<file path="src/rtl/clkdiv_pkg.sv">
`timescale 1ns/1ps
package clkdiv_pkg;

  // widest ratio: 64 * 31 = 1984 needs 11 bits
  localparam int unsigned RATIO_W = 11;

  typedef enum logic [1:0] {
    SEL_STATUS = 2'd0,
    SEL_GATE   = 2'd1,
    SEL_RATIO  = 2'd2
  } reg_sel_e;

  // code -> division ratio; wide selects the 6-bit field with large-ratio mode
  function automatic logic [RATIO_W-1:0] code_to_ratio(input logic [5:0] code,
                                                        input logic       wide);
    logic [RATIO_W-1:0] r;
    if (wide && code[5]) begin
      r = (code[4:0] == 5'd0) ? RATIO_W'(64) : RATIO_W'({code[4:0], 6'd0});
    end else if (code[4:0] == 5'd0) begin
      r = wide ? RATIO_W'(64) : RATIO_W'(32);
    end else begin
      r = RATIO_W'(code[4:0]);
    end
    return r;
  endfunction

endpackage

</file>
<file path="src/rtl/clkdiv_regs.sv">
`timescale 1ns/1ps
module clkdiv_regs #(
  parameter int unsigned DATA_W   = 8,
  parameter int unsigned CODE_W   = 5,
  parameter int unsigned GATE_BIT = 0,
  parameter int unsigned BUSY_LO  = 3,
  parameter int unsigned BUSY_HI  = 4
) (
  input  logic              clk,
  input  logic              rst_n,
  input  logic              wr_en,
  input  logic [1:0]        addr,
  input  logic [DATA_W-1:0] wdata,
  output logic [DATA_W-1:0] rdata,
  input  logic              take,
  input  logic              settling,
  output logic              pend,
  output logic [CODE_W-1:0] code,
  output logic              gate_req
);
  import clkdiv_pkg::*;

  logic pend_q, pend_d;
  logic [CODE_W-1:0] code_q;
  logic gate_q;
  logic ratio_wr, gate_wr, busy;
  logic unused_wdata;

  assign ratio_wr     = wr_en && (addr == SEL_RATIO);
  assign gate_wr      = wr_en && (addr == SEL_GATE);
  assign busy         = pend_q || settling;
  assign unused_wdata = ^wdata;

  always_comb begin
    pend_d = pend_q;
    if (take)     pend_d = 1'b0;
    if (ratio_wr) pend_d = 1'b1;
  end

  always_ff @(posedge clk or negedge rst_n) begin
    if (!rst_n) begin
      pend_q <= 1'b0;
      code_q <= '0;
      gate_q <= 1'b0;
    end else begin
      pend_q <= pend_d;
      if (ratio_wr) code_q <= wdata[CODE_W-1:0];
      if (gate_wr)  gate_q <= wdata[GATE_BIT];
    end
  end

  always_comb begin
    rdata = '0;
    case (addr)
      SEL_STATUS: begin
        rdata[BUSY_LO] = busy;
        rdata[BUSY_HI] = busy;
      end
      SEL_GATE:  rdata[GATE_BIT] = gate_q;
      SEL_RATIO: rdata[CODE_W-1:0] = code_q;
      default:   rdata = '0;
    endcase
  end

  assign pend     = pend_q;
  assign code     = code_q;
  assign gate_req = gate_q;

  // busy is raised in the cycle after a divisor write
  p_busy_after_write_r7: assert property (@(posedge clk) disable iff (!rst_n)
    ratio_wr |=> pend_q);

endmodule

</file>
<file path="src/rtl/clkdiv_core.sv">
`timescale 1ns/1ps
module clkdiv_core #(
  parameter int unsigned CODE_W = 5,
  parameter bit          WIDE   = 1'b0
) (
  input  logic              clk,
  input  logic              rst_n,
  input  logic              pend,
  input  logic [CODE_W-1:0] code,
  input  logic              gate_req,
  output logic              take,
  output logic              settling,
  output logic              div_out,
  output logic              pass_en
);
  import clkdiv_pkg::*;

  localparam logic [RATIO_W-1:0] ONE = RATIO_W'(1);
  localparam int unsigned SETTLE = 2;

  logic [RATIO_W-1:0] cnt_q, cnt_d, ratio_q, ratio_d;
  logic run_q, run_d, out_q, out_d, pass_q;
  logic [1:0] settle_q, settle_d;
  logic at_edge;

  always_comb begin
    at_edge  = !run_q || (cnt_q == ratio_q - ONE);
    take     = pend && (settle_q == 2'd0) && at_edge;
    ratio_d  = take ? code_to_ratio(6'(code), WIDE) : ratio_q;
    run_d    = at_edge ? gate_req : run_q;
    cnt_d    = (!run_d || at_edge) ? '0 : cnt_q + ONE;
    out_d    = run_d && (cnt_d < (ratio_d >> 1));
    if (take)                   settle_d = 2'(SETTLE);
    else if (settle_q != 2'd0)  settle_d = settle_q - 2'd1;
    else                        settle_d = 2'd0;
  end

  always_ff @(posedge clk or negedge rst_n) begin
    if (!rst_n) begin
      cnt_q    <= '0;
      ratio_q  <= code_to_ratio(6'd0, WIDE);
      run_q    <= 1'b0;
      out_q    <= 1'b0;
      settle_q <= 2'd0;
    end else begin
      cnt_q    <= cnt_d;
      ratio_q  <= ratio_d;
      run_q    <= run_d;
      out_q    <= out_d;
      settle_q <= settle_d;
    end
  end

  // pass-through enable moves only while the reference is low
  always_ff @(negedge clk or negedge rst_n) begin
    if (!rst_n) pass_q <= 1'b0;
    else        pass_q <= run_q && (ratio_q == ONE);
  end

  assign settling = (settle_q != 2'd0);
  assign div_out  = out_q;
  assign pass_en  = pass_q;

  // a new ratio lands only after a low output cycle
  p_ratio_low_r8: assert property (@(posedge clk) disable iff (!rst_n)
    (ratio_q != $past(ratio_q)) |-> !$past(out_q));

  // gate start or stop lands only after a low output cycle
  p_gate_low_r9: assert property (@(posedge clk) disable iff (!rst_n)
    ($rose(run_q) || $fell(run_q)) |-> !$past(out_q));

  // no new ratio is taken while the settle window runs
  p_settle_hold_r7: assert property (@(posedge clk) disable iff (!rst_n)
    (settle_q != 2'd0) |=> $stable(ratio_q));

  // every output rise starts a fresh period count
  p_rise_start_r5: assert property (@(posedge clk) disable iff (!rst_n)
    $rose(out_q) |-> (cnt_q == '0));

endmodule

</file>
<file path="src/rtl/clkdiv_gated.sv">
`timescale 1ns/1ps
module clkdiv_gated #(
  parameter int unsigned DATA_W    = 8,
  parameter bit          WIDE_MODE = 1'b0,
  parameter int unsigned GATE_BIT  = 0
) (
  input  logic              clk_ref,
  input  logic              rst_n,
  input  logic              reg_wr,
  input  logic [1:0]        reg_addr,
  input  logic [DATA_W-1:0] reg_wdata,
  output logic [DATA_W-1:0] reg_rdata,
  output logic              clk_div_o
);
  localparam int unsigned CODE_W = WIDE_MODE ? 6 : 5;

  logic [1:0] rst_sync_q;
  logic rst_s_n;
  logic take, settling, pend, gate_req, div_out, pass_en;
  logic [CODE_W-1:0] code;

  always_ff @(posedge clk_ref or negedge rst_n) begin
    if (!rst_n) rst_sync_q <= 2'b00;
    else        rst_sync_q <= {rst_sync_q[0], 1'b1};
  end
  assign rst_s_n = rst_sync_q[1];

  clkdiv_regs #(
    .DATA_W(DATA_W), .CODE_W(CODE_W), .GATE_BIT(GATE_BIT),
    .BUSY_LO(3), .BUSY_HI(4)
  ) u_regs (
    .clk(clk_ref), .rst_n(rst_s_n), .wr_en(reg_wr), .addr(reg_addr),
    .wdata(reg_wdata), .rdata(reg_rdata), .take(take), .settling(settling),
    .pend(pend), .code(code), .gate_req(gate_req)
  );

  clkdiv_core #(
    .CODE_W(CODE_W), .WIDE(WIDE_MODE)
  ) u_core (
    .clk(clk_ref), .rst_n(rst_s_n), .pend(pend), .code(code),
    .gate_req(gate_req), .take(take), .settling(settling),
    .div_out(div_out), .pass_en(pass_en)
  );

  assign clk_div_o = div_out | (clk_ref & pass_en);

endmodule

</file>
<file path="config.mk">
export PLATFORM = sky130hd
export DESIGN_NAME = clkdiv_gated
export DESIGN_NICKNAME = d
export VERILOG_FILES = /design/src/rtl/clkdiv_pkg.sv /design/src/rtl/clkdiv_regs.sv /design/src/rtl/clkdiv_core.sv /design/src/rtl/clkdiv_gated.sv
export SDC_FILE = /design/constraint.sdc
export NUM_CORES = 1
export LEC_CHECK = 0
export BUFFER_PORTS_ARGS = -buffer_cell sky130_fd_sc_hd__buf_2
export CAP_MARGIN = 20
export CELL_PAD_IN_SITES_DETAIL_PLACEMENT = 0
export CELL_PAD_IN_SITES_GLOBAL_PLACEMENT = 1
export CORE_AREA = 8 8 104 106
export CTS_CLUSTER_DIAMETER = 50
export DETAILED_ROUTE_END_ITERATION = 16
export DIE_AREA = 0 0 112 114
export PLACE_DENSITY = 0.53
export RECOVER_POWER = 100
export SETUP_SLACK_MARGIN = 0.02
export SYNTH_ARGS = -nofsm -noshare
export SYNTH_HDL_FRONTEND = slang
export SYNTH_HIERARCHICAL = 1
export SYNTH_SLANG_ARGS = --single-unit
export TNS_END_PERCENT = 20
</file>
<file path="constraint.sdc">
create_clock -name clk_ref -period 1.22 [get_ports clk_ref]
set_input_delay 0.183 -clock clk_ref [delete_from_list [all_inputs] [get_ports clk_ref]]
set_output_delay 0.183 -clock clk_ref [all_outputs]
set_load 0.01 [all_outputs]
</file>
==> impl_metrics.ini <==
[logic_synthesis]
ys_seq_area_share_pct = 40.03
yosysWarnings = 6
ys_ff_latch = 36
synth.distinct_cells = 54
synth_edf_count = 0
yosys.area.top_type = dfrtp_1
syn_area_um2 = 2253
netlist_instances = 222
yosysTopAreaCellShare_pct = 37.76
synth_area_per_cell_um2 = 10.15
synth-async-reset-ratio_pct = 100.0
yosysMostFrequentCell = dfrtp_1
synth_common_cells = dfrtp_1, nor2_1, ha_1, nand2_1, xnor2_1
ys.flop_type = dfrtp_1
ys_top_cells_by_area = dfrtp_1, ha_1, mux2_4

[place]
place.gp.congestion = 0.7782
dp_hpwl_um = 4768
placed_area_um2 = 2950
dp.cells = 409
io_buffers = 15

[detailed_routing]
vias = 1860
finalWirelength_um = 6074
drc_errors = 0
ant_nets = 0
drtIter0Drc = 75
wire_per_inst_um = 14.36
drt-vias-per-instance = 4.397
dr.pass1.iters = 4

[setup_path]
max_stage_delay_ns = 0.56
cp-start-kind = register
regToRegSetupSlack_ns = -2.40
cp_max_fo = 11
cp-end-kind = register
r2r_end = u_core/div_out$_DFF_PN0_
crit_path_start = u_core/ratio_q[7]$_DFF_PN0_
critical_path.slowest_cell = or4_4
path_class = register to register
path_cells = or4_4, nor4_4, o2111ai_2, or2_1, o21ai_2, buf_4, nor2_1, ha_1, a21o_1, a21o_1, a21oi_2, nor2_1, a2111oi_2, o21ai_1, a2111oi_2
reg2reg_from = u_core/ratio_q[7]$_DFF_PN0_
cp.arrival_ns = 3.92
cp-endpoint = u_core/div_out$_DFF_PN0_
r2r_cells = 15
critPathRequiredTime_ns = 1.52

[sta]
worst_pin_slew_ns = 0.6423
rsz0062_at_grt = yes
setup_viol = 33
fmax_ghz = 0.2761
hold_ws_ns = 0.0003507
finalClockSkew_ns = 0.02153
finalCriticalPeriod_ns = 3.622
finalWorstSetupSlack_ns = -2.402
fin_crit_sh_pct = 296.9
slew_viol_final = 0
hold_viol = 0
relSlewSlack_pct = 57.18

[global_route]
grt_pass1_wl_um = 10090
grt_pass1_vias = 2022
grt_use_total_pct = 10.31
grt_start_max_net_pins = 23
grt_antenna_before_repair = 0
grt_overflow = 0

[finish]
final_core_util_pct = 35.26
diodes = 0
synthToLayoutAreaGrowth_pct = 42.53
layout-drive-gt1-share_pct = 41.35
nNetsFinal = 340
final_area_um2 = 3212
stdcell_count = 423

[floorplanning]
rows = 35
die_area_um2 = 12770
ios = 22
die_h_um = 114
initial_core_util_pct = 24.74
die_w_um = 112
coreArea_um2 = 9109

[status]
failed_checks = setup timing
status = finished with violations

[power]
leakage_nw = 1.593
vdd_drop_max_uv = 436.1
powerDensity_nw_per_um2 = 824.5
finalPower_mw = 2.648

[clock_network]
path_clk_slew_ns = 0.09
cts_tree = done
clock_latency_ns = 0.41

[job]
timing.max_cap.violations = 0

[hold_path]
hold_class = primary input to register
==> stage by stage <==
stage | worst slack (ns) | TNS, ns
global route | -2.671 | -36.80
floorplan | -2.411 | -29.29
global placement | -2.379 | -30.18
CTS | -2.373 | -33.26
finish | -2.402 | -33.01
detailed placement | -2.466 | -31.56
==> cell families after synthesis <==
| kind of cell | share of synthesized area (%) |
|---|---|
| compound gates | 8.496 |
| xor+xnor | 9.329 |
| fa+ha+maj | 8.884 |
| buf+inv | 4.608 |
| flops | 40.03 |
| mux | 8.773 |
| other cells | 0.3333 |
| simple gates | 19.55 |
==> timing repair <==
action	CTS	global route
setup buffers	2	1
hold buffers	1	0
cloned	0	0
gates resized for setup	29	10
endpoints found under the setup margin	33	33
hold endpoints to repair	2	0
pin swaps	8	1
==> layer usage <==
metal	GRT usage [%]	share of wire, %
met1	12.17	46
met5	0	0
met4	5.126	1.8
met3	2.853	2.7
met2	16.96	50
==> flip-flops by register name, indices dropped and copies added (netlist names) <==
signal	cells
u_core/cnt_q	11
u_core/ratio_q	11
u_regs/code	5
rst_sync_q	2
u_core/settle_q	2
u_core/div_out	1
u_core/pass_en	1
u_core/run_q	1
u_regs/gate_req	1
u_regs/pend	1
==> layout make-up <==
cell class / instances / area [um^2]
multi-input combinational: 166 / 1333
clock inverter: 3 / 18.77
fill: 959 / 5897
inverter: 12 / 45.04
tap: 111 / 138.9
timing repair buffer: 86 / 653.1
clock buffer: 9 / 121.4
sequential: 36 / 902.1
==> worst min-delay path by stage <==
stage,from,to,cells past startpoint
global route,reg_wdata[4],u_regs/code[4]$_DFFE_PN0P_,2
detailed placement,rst_n,rst_sync_q[0]$_DFF_PN0_,1
global placement,rst_n,rst_sync_q[0]$_DFF_PN0_,1
finish,reg_wdata[2],u_regs/code[2]$_DFFE_PN0P_,2
CTS,reg_wdata[4],u_regs/code[4]$_DFFE_PN0P_,2
floorplan,rst_n,rst_sync_q[0]$_DFF_PN0_,0
==> worst max-delay path, delay by kind of cell, from the launching register on <==
| kind | cells | cell delay (ns) |
|---|---|---|
| adder cells (fa/ha/maj) | 1 | 0.29 |
| flip-flops | 1 | 0.38 |
| buffers and inverters | 1 | 0.24 |
| AND/OR/NAND/NOR | 5 | 1.23 |
| AO/OA/AOI/OAI | 8 | 1.38 |
==> power by group <==
part           internal (mW)  switching (mW)
combinational          0.141           0.136
clock                  0.607           0.505
sequential              1.23          0.0248
==> placed cells by master (no fill, tap or decap), drive strengths merged, types with 4 or more instances in the layout <==
master and n:
a21o 4, and2 7, buf 81, clkbuf 13, conb 4, dfrtp 34
ha 16, inv 12, mux2 11, mux2i 4, nand2 17, nand3 10
nor2 20, nor2b 4, o21ai 7, xnor2 15, xor2 9
(Power assumes the default switching activity.)
